## config.mk

```make
export PLATFORM = sky130hd
export DESIGN_NAME = bcd_serial_offset
export DESIGN_NICKNAME = d
export VERILOG_FILES = /design/src/rtl/bcd_sa_pkg.sv /design/src/rtl/bcd_sa_digit_alu.sv /design/src/rtl/bcd_sa_ingest.sv /design/src/rtl/bcd_sa_serializer.sv /design/src/rtl/bcd_serial_offset.sv
export SDC_FILE = /design/constraint.sdc
export NUM_CORES = 1
export LEC_CHECK = 0
export ABC_CLOCK_PERIOD_IN_PS = 3050
export CAP_MARGIN = 5
export CORE_UTILIZATION = 35
export DETAILED_ROUTE_END_ITERATION = 10
export GPL_ROUTABILITY_DRIVEN = 1
export PLACE_DENSITY = 0.6
export SYNTH_ARGS = -nofsm -noshare
export SYNTH_HDL_FRONTEND = slang
export SYNTH_SLANG_ARGS = --single-unit
```

## constraint.sdc

```tcl
create_clock -name clk -period 3.05 [get_ports clk]
set_input_delay 0.305 -clock clk [delete_from_list [all_inputs] [get_ports clk]]
set_output_delay 0.305 -clock clk [all_outputs]
set_load 0.05 [all_outputs]
```

## src/rtl/bcd_sa_pkg.sv

```systemverilog
package bcd_sa_pkg;
  typedef logic [3:0] bcd_t;
endpackage

```

## src/rtl/bcd_sa_digit_alu.sv

```systemverilog
module bcd_sa_digit_alu
  import bcd_sa_pkg::*;
(
  input  bcd_t a,
  input  bcd_t b,
  input  logic sub,
  input  logic cin,
  output bcd_t y,
  output logic cout
);
  bcd_t       b_eff;
  logic [4:0] raw;
  logic [4:0] fixed;

  always_comb begin
    b_eff = sub ? (4'd9 - b) : b;
    raw   = {1'b0, a} + {1'b0, b_eff} + {4'b0, cin};
    fixed = raw - 5'd10;
    if (raw > 5'd9) begin
      y    = fixed[3:0];
      cout = 1'b1;
    end else begin
      y    = raw[3:0];
      cout = 1'b0;
    end
  end
endmodule

```

## src/rtl/bcd_sa_ingest.sv

```systemverilog
module bcd_sa_ingest
  import bcd_sa_pkg::*;
(
  input  logic clk,
  input  logic rst,
  input  logic s_valid,
  input  logic s_data,
  input  logic s_sop,
  output logic done,
  output bcd_t digit
);
  logic [1:0] cnt;
  logic [2:0] hold;

  always_ff @(posedge clk) begin
    if (rst) begin
      cnt  <= 2'd0;
      hold <= 3'd0;
    end else if (s_valid) begin
      if (s_sop) begin
        cnt  <= 2'd1;
        hold <= {s_data, 2'b00};
      end else begin
        cnt  <= cnt + 2'd1;
        hold <= {s_data, hold[2:1]};
      end
    end
  end

  assign done  = s_valid && !s_sop && (cnt == 2'd3);
  assign digit = {s_data, hold};
endmodule

```

## src/rtl/bcd_sa_serializer.sv

```systemverilog
module bcd_sa_serializer
  import bcd_sa_pkg::*;
(
  input  logic       clk,
  input  logic       rst,
  input  logic       load,
  input  bcd_t       ld_digit,
  input  logic       ld_first,
  input  logic       ld_last,
  output logic       m_valid,
  output logic       m_data,
  output logic       m_sop,
  output logic       m_last,
  output logic [1:0] left
);
  logic [2:0] rest;
  logic       last_flag;

  always_ff @(posedge clk) begin
    if (rst) begin
      m_valid   <= 1'b0;
      m_data    <= 1'b0;
      m_sop     <= 1'b0;
      m_last    <= 1'b0;
      rest      <= 3'd0;
      left      <= 2'd0;
      last_flag <= 1'b0;
    end else if (load) begin
      m_valid   <= 1'b1;
      m_data    <= ld_digit[0];
      m_sop     <= ld_first;
      m_last    <= 1'b0;
      rest      <= ld_digit[3:1];
      left      <= 2'd3;
      last_flag <= ld_last;
    end else if (left != 2'd0) begin
      m_valid   <= 1'b1;
      m_data    <= rest[0];
      m_sop     <= 1'b0;
      m_last    <= last_flag && (left == 2'd1);
      rest      <= {1'b0, rest[2:1]};
      left      <= left - 2'd1;
    end else begin
      m_valid   <= 1'b0;
      m_sop     <= 1'b0;
      m_last    <= 1'b0;
    end
  end
endmodule

```

## src/rtl/bcd_serial_offset.sv

```systemverilog
module bcd_serial_offset
  import bcd_sa_pkg::*;
#(
  parameter int NUM_DIGITS = 8,
  parameter int OFFSET_POS = 7
) (
  input  logic       clk,
  input  logic       rst,
  input  logic       s_valid,
  input  logic       s_data,
  input  logic       s_sop,
  input  logic       mode_offset,
  input  logic       op_sub,
  input  logic [3:0] k_digit,
  output logic       m_valid,
  output logic       m_data,
  output logic       m_sop,
  output logic       m_last,
  output logic       underflow
);
  localparam int IDX_W = (NUM_DIGITS > 1) ? $clog2(NUM_DIGITS) : 1;
  localparam logic [IDX_W-1:0] LAST_IDX = IDX_W'(NUM_DIGITS - 1);
  localparam logic [IDX_W-1:0] OFS_IDX  = IDX_W'(OFFSET_POS);

  logic             done;
  bcd_t             digit_in;
  logic             cfg_off, cfg_sub;
  bcd_t             cfg_k;
  logic             active;
  logic [IDX_W-1:0] dig_idx;
  logic             pend;
  bcd_t             operand, alu_y, ld_digit;
  logic             alu_cin, alu_cout, pend_next;
  logic             ld, ld_first, ld_last;
  logic [1:0]       ser_left;

  bcd_sa_ingest u_ingest (
    .clk(clk), .rst(rst), .s_valid(s_valid), .s_data(s_data),
    .s_sop(s_sop), .done(done), .digit(digit_in)
  );

  always_comb begin
    operand   = (cfg_off && dig_idx == OFS_IDX) ? cfg_k : 4'd0;
    alu_cin   = cfg_sub ? !pend : pend;
    pend_next = cfg_sub ? !alu_cout : alu_cout;
    ld_digit  = cfg_off ? alu_y : digit_in;
    ld        = done && active;
    ld_first  = (dig_idx == '0);
    ld_last   = (dig_idx == LAST_IDX);
  end

  bcd_sa_digit_alu u_alu (
    .a(digit_in), .b(operand), .sub(cfg_sub), .cin(alu_cin),
    .y(alu_y), .cout(alu_cout)
  );

  always_ff @(posedge clk) begin
    if (rst) begin
      cfg_off   <= 1'b0;
      cfg_sub   <= 1'b0;
      cfg_k     <= 4'd0;
      active    <= 1'b0;
      dig_idx   <= '0;
      pend      <= 1'b0;
      underflow <= 1'b0;
    end else if (s_valid && s_sop) begin
      cfg_off   <= mode_offset;
      cfg_sub   <= op_sub;
      cfg_k     <= k_digit;
      active    <= 1'b1;
      dig_idx   <= '0;
      pend      <= 1'b0;
      underflow <= 1'b0;
    end else if (ld) begin
      pend    <= pend_next;
      dig_idx <= dig_idx + 1'b1;
      if (ld_last) begin
        active    <= 1'b0;
        underflow <= cfg_off && cfg_sub && pend_next;
      end
    end
  end

  bcd_sa_serializer u_ser (
    .clk(clk), .rst(rst), .load(ld), .ld_digit(ld_digit),
    .ld_first(ld_first), .ld_last(ld_last),
    .m_valid(m_valid), .m_data(m_data), .m_sop(m_sop),
    .m_last(m_last), .left(ser_left)
  );
endmodule

```

**Word level (Yosys, flattened, before mapping)**

Cells that the tools add are included.

- Bits in writable memories: 0
- Word-level logic and storage cells: 70
- Bits in latches: 0
- Memory bits (read-only): 0
- Memories: 0
- Register bits: 27

- Reduce and logical (&&, ||, !) cells: 21
- Multiplexer cells: 20
- Shifts and indexed selects: 0
- Bitwise operators: 2
- Multiply operators: 0
- $lt $le $gt $ge: 1
- Div/mod/pow operators: 0
- Equal/unequal tests: 3
- Add/sub/neg operators: 7

Operators with widths:

| kind | count |
|---|---|
| 4-bit 2-to-1 mux | 4 |
| 1-bit 2-to-1 mux | 10 |
| 1-bit logical AND | 8 |
| 2-bit 2-to-1 mux | 4 |
| 2-bit nonzero test | 4 |
| 3-bit 2-to-1 mux | 2 |
| 4-bit by 4-bit adder with 5-bit output | 1 |
| 5-bit by 1-bit adder with 5-bit output | 1 |
| 5-bit by 4-bit greater-than comparator with 1-bit output (second input constant) | 1 |
| 2-bit AND reduction | 2 |
| 2-bit OR reduction | 2 |
| 4-bit subtractor (first input constant) | 1 |
| 4-bit subtractor (second input constant) | 1 |
| 3-bit by 1-bit adder with 3-bit output (second input constant) | 1 |
| 3-bit equality test (second input constant) | 1 |
| 1-bit zero test | 3 |
| 3-bit zero test | 1 |
| 3-bit OR reduction | 1 |
| 2-bit by 1-bit adder with 2-bit output (second input constant) | 1 |
| 2-bit by 1-bit equality test with 1-bit output (second input constant) | 1 |
| 2-bit equality test (second input constant) | 1 |
| 1-bit inverter | 2 |
| 2-bit by 1-bit subtractor with 2-bit output (second input constant) | 1 |

**Depth between registers and ports, before layout**

Gate-level depths: netlist of run 1.

- Word-level depth: 12
- Gate-level depth with buffers: 14

**Modules after synthesis**

From an unflattened synthesis of run 1, not the netlist that was laid out.

- Cell total of the unflattened synthesis: 168
- Area, all modules: 1,530.2 µm²

By module, submodules not included:

| module | times used | cells each | sequential area each (µm²) | area an instance (µm²) |
|---|---|---|---|---|
| bcd_serial_offset | 1 | 70 | 240.2 | 609.3 |
| bcd_sa_serializer | 1 | 40 | 200.2 | 409.1 |
| bcd_sa_digit_alu | 1 | 35 | 0.0 | 277.8 |
| bcd_sa_ingest | 1 | 23 | 100.1 | 234.0 |

**Worst setup path before layout of run 1**

OpenSTA, ideal clock, no wires.

- Path type: reg2reg
- Start: register dig_idx[0]
- End: register u_ser.rest[1]
- Data required time: 2,934 ps
- Data arrival time: 3,127 ps
- Slack: -192 ps
- Period minus slack after synthesis: 3,242 ps
- Stages on the path, launching flop included: 14
- Path through: dfxtp_1 -> ha_1 -> ha_1 -> nand3_1 -> xnor2_1 -> fa_1 -> fa_1 -> xnor2_1 -> ha_1 -> nor2b_1 -> a31oi_2 -> nand3_1 -> a21bo_2 -> a31o_1

- Word-level cells in the longest chain between the ends: 11

Ends and longest elaborated chain:

| what | line | source |
|---|---|---|
| start: declaration | bcd_serial_offset.sv:30 | `logic [IDX_W-1:0] dig_idx;` |
| start signal: assignment | bcd_serial_offset.sv:76 | `dig_idx <= dig_idx + 1'b1;` |
| 3-bit equality test (*) | - |  |
| via ld_last | bcd_serial_offset.sv:34 | `logic ld, ld_first, ld_last;` |
| 1-bit logical AND (*) | bcd_serial_offset.sv:43 | `operand = (cfg_off && dig_idx == OFS_IDX) ? cfg_k : 4'd0;` |
| 4-bit 2-to-1 mux (*) | bcd_serial_offset.sv:43 |  |
| 4-bit subtractor | bcd_sa_digit_alu.sv:16 | `b_eff = sub ? (4'd9 - b) : b;` |
| 4-bit 2-to-1 mux (*) | bcd_sa_digit_alu.sv:16 |  |
| 4-bit by 4-bit adder with 5-bit output (*) | bcd_sa_digit_alu.sv:17 | `raw = {1'b0, a} + {1'b0, b_eff} + {4'b0, cin};` |
| 5-bit by 1-bit adder with 5-bit output (*) | bcd_sa_digit_alu.sv:17 |  |
| 4-bit subtractor or 5-bit by 4-bit greater-than comparator with 1-bit output (tied branches) | bcd_sa_digit_alu.sv:18, bcd_sa_digit_alu.sv:19 |  |
| 4-bit 2-to-1 mux (*) | bcd_sa_digit_alu.sv:19 | `if (raw > 5'd9) begin` |
| 4-bit 2-to-1 mux (*) | bcd_serial_offset.sv:46 | `ld_digit = cfg_off ? alu_y : digit_in;` |
| 3-bit 2-to-1 mux (*) | bcd_sa_serializer.sv:28 | `end else if (load) begin` |
| end signal: assignment | bcd_sa_serializer.sv:33 | `rest <= ld_digit[3:1];` |
| end signal: assignment | bcd_sa_serializer.sv:41 | `rest <= {1'b0, rest[2:1]};` |
| end: declaration | bcd_sa_serializer.sv:16 | `logic [2:0] rest;` |

Mark *: on every way through the listed nets, which the timed path passes. The rest lies on a longest branch.
A chain may end at the register's enable or synchronous reset.

**Worst setup path after layout of run 1**

- Start: register dig_idx[1]
- End: register u_ser.rest[1]

The elaborated chain is that of the path after synthesis.

==> results.toml, run 1 <==
[sta]
maxSlewHeadroom_pct = 37.1
slew_violations = 0
max_freq_ghz = 0.331
clock_skew_ps = 1.80
grt_setup_unrepaired = "true"
hold_viol = 0
fin_crit_sh_pct = 99.2
tightest_slew_ps = 941
setup_viol = 0
fin_crit_ps = 3020

[worst_setup_path]
cp-end-kind = "flop"
cp.required_ps = 3220
cp_common_cell = "ha_4"
cpMaxStageDelayCell = "fa_2"
cp.arrival_ps = 3200
crit_buf_inv = 1
worst-setup-path-type = "flop to flop"
r2r_cells = 13
cp_num_cells = 13
cp_top_family = "adder cells"
cp-start-kind = "flop"
path_cells = "ha_4 > ha_4 > nand3_4 > xnor2_4 > fa_2 > fa_2 > inv_2 > ha_4 > nor2b_4 > a31oi_4 > nand3_2 > a21bo_2 > a31o_1"
max_stage_delay_ps = 570
cp_max_fo = 4

[global_route]
grt_max_degree = 26
overflow = 0
grt.total_usage_pct = 17.8
grt_pass1_wl_um = 6150
antenna_found_initial = 0
grt_pass1_vias = 1352

[job]
maxCapViolCount = 0

[route]
first_iter_violations = 73
viasPerCell = 5.39
ant_nets = 0
num_vias = 1380
dr_wl_met3_um = 168
wirelength_met1_um = 1700
wl_met2_um = 1810
dr.pass1.iters = 4
routed_wl_um = 3690
routedWlPerCell_um = 14.4
drcViolationCount = 0
top_layer_used = "met4"

[power_and_ir_drop]
powerDensity_nw_per_um2 = 404
pwr-share-comb_pct = 26.6
p_sw_share_pct = 29.8
peakVddDrop_uv = 332
p_sw_w = 0.000241
clockPowerShare_pct = 25.0
p_leak_nw = 0.739
seq_power_share_pct = 48.4
p_int_w = 0.000567

[placed_design]
routabilityCongestion = 0.839
post_dp_cell_area_um2 = 1810
hpwl_um = 2640
port_buffers = 15

[layout]
drive_gt1_share_pct = 21.8
diodes = 0
fin_area_um2 = 2000
syn_to_final_growth_pct = 32.0
nets = 231
layout_common_cells = "dfxtp_1, nand2_1, a21oi_1, clkdlybuf4s50_1, buf_4"
mostFrequentLayoutCell = "dfxtp_1"
utilization_pct = 48.9

[cts]
clkLatencyLatePin_ps = 270
cts_root_buf = "clkbuf_8"
path_clk_slew_ps = 90
cts_tree = "done"
hold_buffers = 0
clock_path_buffers = 2
cts_made_buffers = 3
cts.sink_count = 27
ctsHtreeMaxLevel = 1

[synth]
synthFlopType = "dfxtp_1"
yosysSeqAreaShare_pct = 35.7
synth-seq-cells = 27
synth_edf_count = 0
postSynthNetCount = 206
synth-warning-count = 0
synth_cells = 182
synth_area_um2 = 1510
synth.distinct_cells = 41
ys_async_sr_fraction_pct = 0
avgSynthCellArea_um2 = 8.32

[floorplan]
coreArea_um2 = 4090
num_rows = 23
die_area_um2 = 4590
design.portCount = 16
fp.dieW_um = 67.8
die_h_um = 67.8
start_util_pct = 37.0

[run_status]
status = "complete, no violations"

[min_path]
hold_path.class = "flop to flop"
hold_depth = 2
tightest hold or removal path: stages, from the launching register on:
cell     delay [ps]
dfxtp_1         320
nand2_1          50
nor4_1           30
cell type report:
| class | instances | area (µm²) |
|---|---|---|
| Clock buffer | 3 | 41.3 |
| Clock inverter | 1 | 5.00 |
| Fill cell | 381 | 2090 |
| Inverter | 7 | 26.3 |
| Multi-Input combinational cell | 137 | 1040 |
| Sequential cell | 27 | 543 |
| Tap cell | 50 | 62.6 |
| Timing Repair Buffer | 31 | 278 |
per-layer routing:
layer | GRT usage [%] | vias up
met4 | 3.65 | 0
met2 | 28.6 | 38
met3 | 4.56 | 2
met1 | 23.8 | 649
li1 | - | 691
met5 | 0 | -
cell usage after synthesis (all sizes together), types with 3 or more instances:
cell type  instances  share of area (%)
a21oi             19                6.3
nand2b             4                1.7
clkbuf            10                2.5
dfxtp             27                 36
ha                11                9.1
a211oi             6                3.0
xor2               3                1.7
o21ai              4                1.3
nor2              10                2.5
inv                7                1.7
xnor2              3                1.7
nor2b              5                2.1
nand3             17                5.6
nor3               3               0.99
a31oi              3                1.7
nand2             22                5.5
cells by family (layout without fill, tap and decap cells):
group	Yosys count	count (layout)	share of synthesized area, %
buffers and inverters	18	42	4.55
AO/OA/AOI/OAI	40	40	16.9
flip-flops	27	27	35.7
AND/OR/NAND/NOR	75	75	25.6
multiplexers	3	3	2.07
adder cells (fa/ha/maj)	13	13	11.7
XOR/XNOR	6	6	3.47
power groups by stage:
stage	Combinational (W)	Sequential (W)	Clock, W
floorplan	0.000126	0.000411	0
finish	0.000214	0.000390	0.000202
global placement	0.000192	0.000397	0
detailed placement	0.000198	0.000398	0
global route	0.000240	0.000393	0.000226
CTS	0.000200	0.000390	0.000206
registers in the layout, summed over array words and instances, names as in the netlist:
register	cells
u_ser.rest	3
u_ingest.hold	3
u_ser.m_last	1
cfg_sub	1
u_ser.m_sop	1
u_ser.m_valid	1
u_ser.left	2
cfg_off	1
u_ser.last_flag	1
dig_idx	3
underflow	1
cfg_k	4
pend	1
u_ser.m_data	1
u_ingest.cnt	2
active	1
timing repair:
item / 4_1_cts / 5_1_grt
pin swaps: 10 / 9
gates resized for setup: 5 / 13
setup endpoints to repair: 2 / 5
buffers inserted: 5 / 1
endpoints found under the hold margin: 0 / 0
metrics by stage:
stage	hold slack [ps]	setup TNS (ps)	instances	power, W	setup slack [ps]
after CTS	443	0	255	0.000797	5.19
after detailed placement	430	-118	246	0.000596	-63.4
after global routing	460	-230	256	0.000860	-99.2
final	440	0	256	0.000807	25.4
after global placement	424	0	246	0.000589	40.0
after floorplan	416	0	182	0.000538	10.6
worst paths after layout:
| path | startpoint | to | slack, ps |
|---|---|---|---|
| setup / recovery | dig_idx[1] | u_ser.rest[1] | 30 |
| hold / removal | u_ser.last_flag | u_ser.m_last | 440 |
| hold reg to reg | u_ser.last_flag | u_ser.m_last | 440 |
| setup reg to reg | dig_idx[1] | u_ser.rest[1] | 30 |
(Power assumes the default switching activity.)
==> inputs of run 2 (changes only) <==
--- a/config.mk
+++ b/config.mk
@@ -10,6 +10,7 @@
 export CORE_UTILIZATION = 35
 export DETAILED_ROUTE_END_ITERATION = 10
 export GPL_ROUTABILITY_DRIVEN = 1
+export MAX_ROUTING_LAYER = met4
 export PLACE_DENSITY = 0.6
 export SYNTH_ARGS = -nofsm -noshare
 export SYNTH_HDL_FRONTEND = slang
==> results.toml, run 2 (synthesized netlist as in run 1, its figures left out) <==
[layout]
layout_common_cells = "dfxtp_1, nand2_1, a21oi_1, clkdlybuf4s50_1, buf_4"
nets = 233
diodes = 0
final-seq-area_um2 = 543
largest_register_ffs = 4
syn_to_final_growth_pct = 35.9
multi_input_area_um2 = 1080
fillers = 390
top_register = "cfg_k"
fin_area_um2 = 2060
stdcell_count = 258
drive_gt1_share_pct = 24.0
mostFrequentLayoutCell = "dfxtp_1"

[worst_setup_path]
reg2reg_slack_ps = 40
cp_top_family = "adder cells"
cpMaxStageDelayCell = "fa_2"
worstReg2RegStart = "dig_idx[0]"
reg2reg_to = "u_ser.rest[1]"
path_cells = "ha_4 > ha_4 > nand3_4 > xnor2_4 > fa_2 > fa_2 > inv_2 > ha_4 > nor2b_4 > a31oi_4 > nand3_2 > a21bo_2 > a31o_1"
cp.required_ps = 3220
max_stage_delay_ps = 570
cp-end-kind = "flop"
cp-start-kind = "flop"
cp_max_fo = 4
crit_buf_inv = 1
worst-setup-path-type = "flop to flop"
cp.arrival_ps = 3180
r2r_cells = 13
cp_common_cell = "ha_4"

[global_route]
grt_pass1_vias = 1326
grt.total_usage_pct = 17.6
overflow = 0
grt_pass1_wl_um = 5930
grt_max_degree = 26
antenna_found_initial = 0

[sta]
clock_skew_ps = 9.69
slew_violations = 0
max_freq_ghz = 0.332
setup_viol = 0
postLayoutSetupSlackWorst_ps = 41.3
fin_crit_ps = 3010
fin_crit_sh_pct = 98.6
grt_setup_unrepaired = "true"
maxSlewHeadroom_pct = 37.7
tightest_slew_ps = 931
setup_tns_ps = 0
hold_viol = 0

[power_and_ir_drop]
p_sw_share_pct = 29.8
clockPowerShare_pct = 24.9
peakVddDrop_uv = 246
powerDensity_nw_per_um2 = 398
p_int_w = 0.000574
pwr-share-comb_pct = 27.3
p_leak_nw = 0.761
p_sw_w = 0.000244
seq_power_share_pct = 47.8

[placed_design]
pre_cts_ws_ps = -38.1
placed_cells = 246
port_buffers = 15
post_dp_cell_area_um2 = 1810
hpwl_um = 2630
routabilityCongestion = 0.800

[floorplan]
start_util_pct = 37.0
design.portCount = 16
coreArea_um2 = 4090
die_area_um2 = 4590
die_h_um = 67.8
fp.dieW_um = 67.8
num_rows = 23

[cts]
clock_path_buffers = 2
path_clk_slew_ps = 100
clkLatencyLatePin_ps = 270
cts_tree = "done"
cts_made_buffers = 3
cts_root_buf = "clkbuf_8"
cts.sink_count = 27
ctsHtreeMaxLevel = 1

[min_path]
min_to = "u_ser.m_last"
hold_path.class = "flop to flop"
hold_depth = 2
hp-start = "u_ser.last_flag"

[job]
maxCapViolCount = 0

[route]
ant_nets = 0
routedWlPerCell_um = 14.1
first_iter_violations = 28
routed_wl_um = 3630
num_vias = 1396
drcViolationCount = 0
dr.pass1.iters = 4
viasPerCell = 5.41

[run_status]
status = "complete, no violations"
## run 2: worst max path at each step
stage | startpoint | depth (start not counted) | end
4_1_cts | dig_idx[1] | 14 | pend
6_report | dig_idx[0] | 13 | u_ser.rest[1]
3_3_place_gp | dig_idx[1] | 13 | u_ser.rest[1]
3_5_place_dp | dig_idx[1] | 14 | pend
5_1_grt | dig_idx[0] | 13 | u_ser.rest[1]
2_1_floorplan | dig_idx[1] | 13 | u_ser.rest[1]
## run 2: power groups by stage
stage / clock (W) / sequential, W / combinational (W)
6_report: 0.000203 / 0.000391 / 0.000224
2_1_floorplan: 0 / 0.000411 / 0.000126
3_3_place_gp: 0 / 0.000397 / 0.000192
5_1_grt: 0.000223 / 0.000394 / 0.000249
4_1_cts: 0.000207 / 0.000390 / 0.000202
3_5_place_dp: 0 / 0.000398 / 0.000199
## run 2: metal layers
layer	up-vias	part of all wire [%]	track usage (%)
li1	695	-	-
met1	665	45	21.6
met2	32	51	29.5
met3	4	3.1	3.55
met4	0	0.94	4.43
met5	-	0	-
## run 2: final cells by class
class	instances	share of cell area (%)
clock inverters	1	0.243
flip-flops and latches	27	26.4
repair buffers	33	14.6
multi-input cells	137	52.4
clock buffers	3	2.01
inverters	7	1.28
well taps	50	3.04
## run 2: what timing repair did
action / CTS / global route
pin swaps: 5 / 7
buffers inserted: 4 / 4
hold endpoints to repair: 0 / 0
gates resized for setup: 4 / 19
hold buffers: 0 / 0
endpoints found under the setup margin: 3 / 5
## run 2: worst min-delay path: cells and delay by family (launching register included)
kind             cells  cell delay, ps
DFF                  1             320
and+or+nand+nor      2              80
## run 2: stage by stage
step                      utilization, %  hold WS [ps]  total power [W]
after floorplan                        -           416         0.000538
final                               50.3           442         0.000818
after global placement              44.4           424         0.000589
after CTS                           46.6           448         0.000799
after detailed placement            44.4           435         0.000597
after global routing                50.3           467         0.000866
==> inputs of run 3 (changes only) <==
--- a/config.mk
+++ b/config.mk
@@ -10,8 +10,10 @@
 export CORE_UTILIZATION = 35
 export DETAILED_ROUTE_END_ITERATION = 10
 export GPL_ROUTABILITY_DRIVEN = 1
+export HOLD_SLACK_MARGIN = 0.05
 export MAX_ROUTING_LAYER = met4
 export PLACE_DENSITY = 0.6
+export SKIP_LAST_GASP = 1
 export SYNTH_ARGS = -nofsm -noshare
 export SYNTH_HDL_FRONTEND = slang
 export SYNTH_SLANG_ARGS = --single-unit
==> results.toml, run 3 (synthesized netlist as in run 1, its figures left out) <==
[cts]
ctsHtreeMaxLevel = 1
cts_tree = "done"
clkLatencyLatePin_ps = 270
path_clk_slew_ps = 100
cts_root_buf = "clkbuf_8"
clock_path_buffers = 2
cts_made_buffers = 3
hold_buffers = 0
cts.sink_count = 27

[sta]
setup_viol = 0
fin_crit_sh_pct = 98.3
max_freq_ghz = 0.334
slew_violations = 0
clock_skew_ps = 6.26
whs_ps = 441
tightest_slew_ps = 937
fin_crit_ps = 3000
maxSlewHeadroom_pct = 37.4
grt_setup_unrepaired = "true"
hold_viol = 0

[layout]
top_register = "cfg_k"
largest_register_ffs = 4
diodes = 0
fillers = 394
drive_gt1_share_pct = 23.6
multi_input_area_um2 = 1070
syn_to_final_growth_pct = 35.0
nets = 233
utilization_pct = 50.0
mostFrequentLayoutCell = "dfxtp_1"
final-seq-area_um2 = 543
layout_common_cells = "dfxtp_1, nand2_1, a21oi_1, buf_4, clkdlybuf4s50_1"

[floorplan]
die_area_um2 = 4590
design.portCount = 16
coreArea_um2 = 4090
num_rows = 23
start_util_pct = 37.0
fp.dieW_um = 67.8
die_h_um = 67.8

[placed_design]
routabilityCongestion = 0.800
hpwl_um = 2630
port_buffers = 15

[min_path]
hold_path.class = "flop to flop"

[global_route]
grt_pass1_vias = 1326
overflow = 0
grt_pass1_wl_um = 5930
grt_util_met3_pct = 3.55
antenna_found_initial = 0
grt_max_degree = 26
grt_busiest_layer = "met2"
grt.total_usage_pct = 17.6
grt.met2_usage_pct = 29.5
met1_usage_pct = 21.6

[route]
ant_nets = 0
routedWlPerCell_um = 14.2
num_vias = 1399
dr.pass1.iters = 4
routed_wl_um = 3650
drcViolationCount = 0
first_iter_violations = 36
viasPerCell = 5.42

[worst_setup_path]
crit_buf_inv = 4
worst-setup-path-type = "flop to flop"
cp_max_fo = 4
cp.arrival_ps = 3200
cp.required_ps = 3250
cp_top_family = "adder cells"
path_cells = "ha_4 > ha_4 > nand3_4 > xnor2_4 > fa_2 > fa_2 > inv_2 > ha_4 > nor2b_4 > a31oi_4 > buf_6 > buf_4 > buf_4 > nand3_1 > a31oi_1"
cp-start-kind = "flop"
cp-end-kind = "flop"
max_stage_delay_ps = 570
cpMaxStageDelayCell = "fa_2"
cp_common_cell = "ha_4"

[power_and_ir_drop]
seq_power_share_pct = 47.9
peakVddDrop_uv = 247
clockPowerShare_pct = 25.2
p_leak_nw = 0.758
p_sw_share_pct = 30.0
pwr-share-comb_pct = 27.0
powerDensity_nw_per_um2 = 400
p_sw_w = 0.000246
p_int_w = 0.000572

[run_status]
status = "complete, no violations"

[job]
maxCapViolCount = 0
run 3: changes by cell type in the layout (fill, tap and decap cells not counted):
cell,previous run,this run
buf_4,14,16
nand3_1,12,13
nand3_2,4,3
buf_6,4,2
run 3: worst reg2reg max path, stage by stage, from the launching register on:
cell	delay, ps
dfxtp_2	360
ha_4	140
ha_4	150
nand3_4	90
xnor2_4	140
fa_2	390
fa_2	570
inv_2	50
ha_4	150
nor2b_4	120
a31oi_4	210
buf_6	130
buf_4	100
buf_4	100
nand3_1	60
a31oi_1	160
run 3: path summary, 6_finish.rpt:
path	slack [ps]	cells after the start	from	to
hold reg to reg	440	2	u_ser.last_flag	u_ser.m_last
setup / recovery	50	15	dig_idx[0]	pend
hold / removal	440	2	u_ser.last_flag	u_ser.m_last
setup reg to reg	50	15	dig_idx[0]	pend
run 3: power by group through the flow:
stage	Combinational [W]	Clock (W)	Sequential (W)
2_1_floorplan	0.000126	0	0.000411
3_3_place_gp	0.000192	0	0.000397
3_5_place_dp	0.000199	0	0.000398
4_1_cts	0.000202	0.000207	0.000390
5_1_grt	0.000245	0.000225	0.000394
6_report	0.000220	0.000206	0.000391
run 3: metrics by stage:
stage / setup TNS [ps] / power, W / std cells / worst slack [ps] / cell area (µm²)
6_report: 0 / 0.000817 / 258 / 53.0 / 2040
3_3_place_gp: 0 / 0.000589 / 246 / 38.3 / 1810
4_1_cts: 0 / 0.000799 / 254 / 4.93 / 1900
3_5_place_dp: -69.1 / 0.000597 / 246 / -38.1 / 1810
2_1_floorplan: 0 / 0.000538 / 182 / 10.6 / 1570
5_1_grt: -216 / 0.000865 / 258 / -73.9 / 2040
run 3: routing by layer:
metal,vias up,part of all wire (%)
li1,696,-
met1,659,44
met2,40,51
met3,4,4.4
met4,0,0.96
met5,-,0
run 3: final cells by class:
class	instances	area share, %
well taps	50	3.06
clock inverters	1	0.245
inverters	7	1.29
clock buffers	3	2.02
multi-input cells	137	52.5
flip-flops and latches	27	26.6
repair buffers	33	14.3
run 3: timing repair:
item	4_1_cts	5_1_grt
setup buffers	4	4
pin swaps	5	7
resized for setup	4	16
setup endpoints to repair	3	5
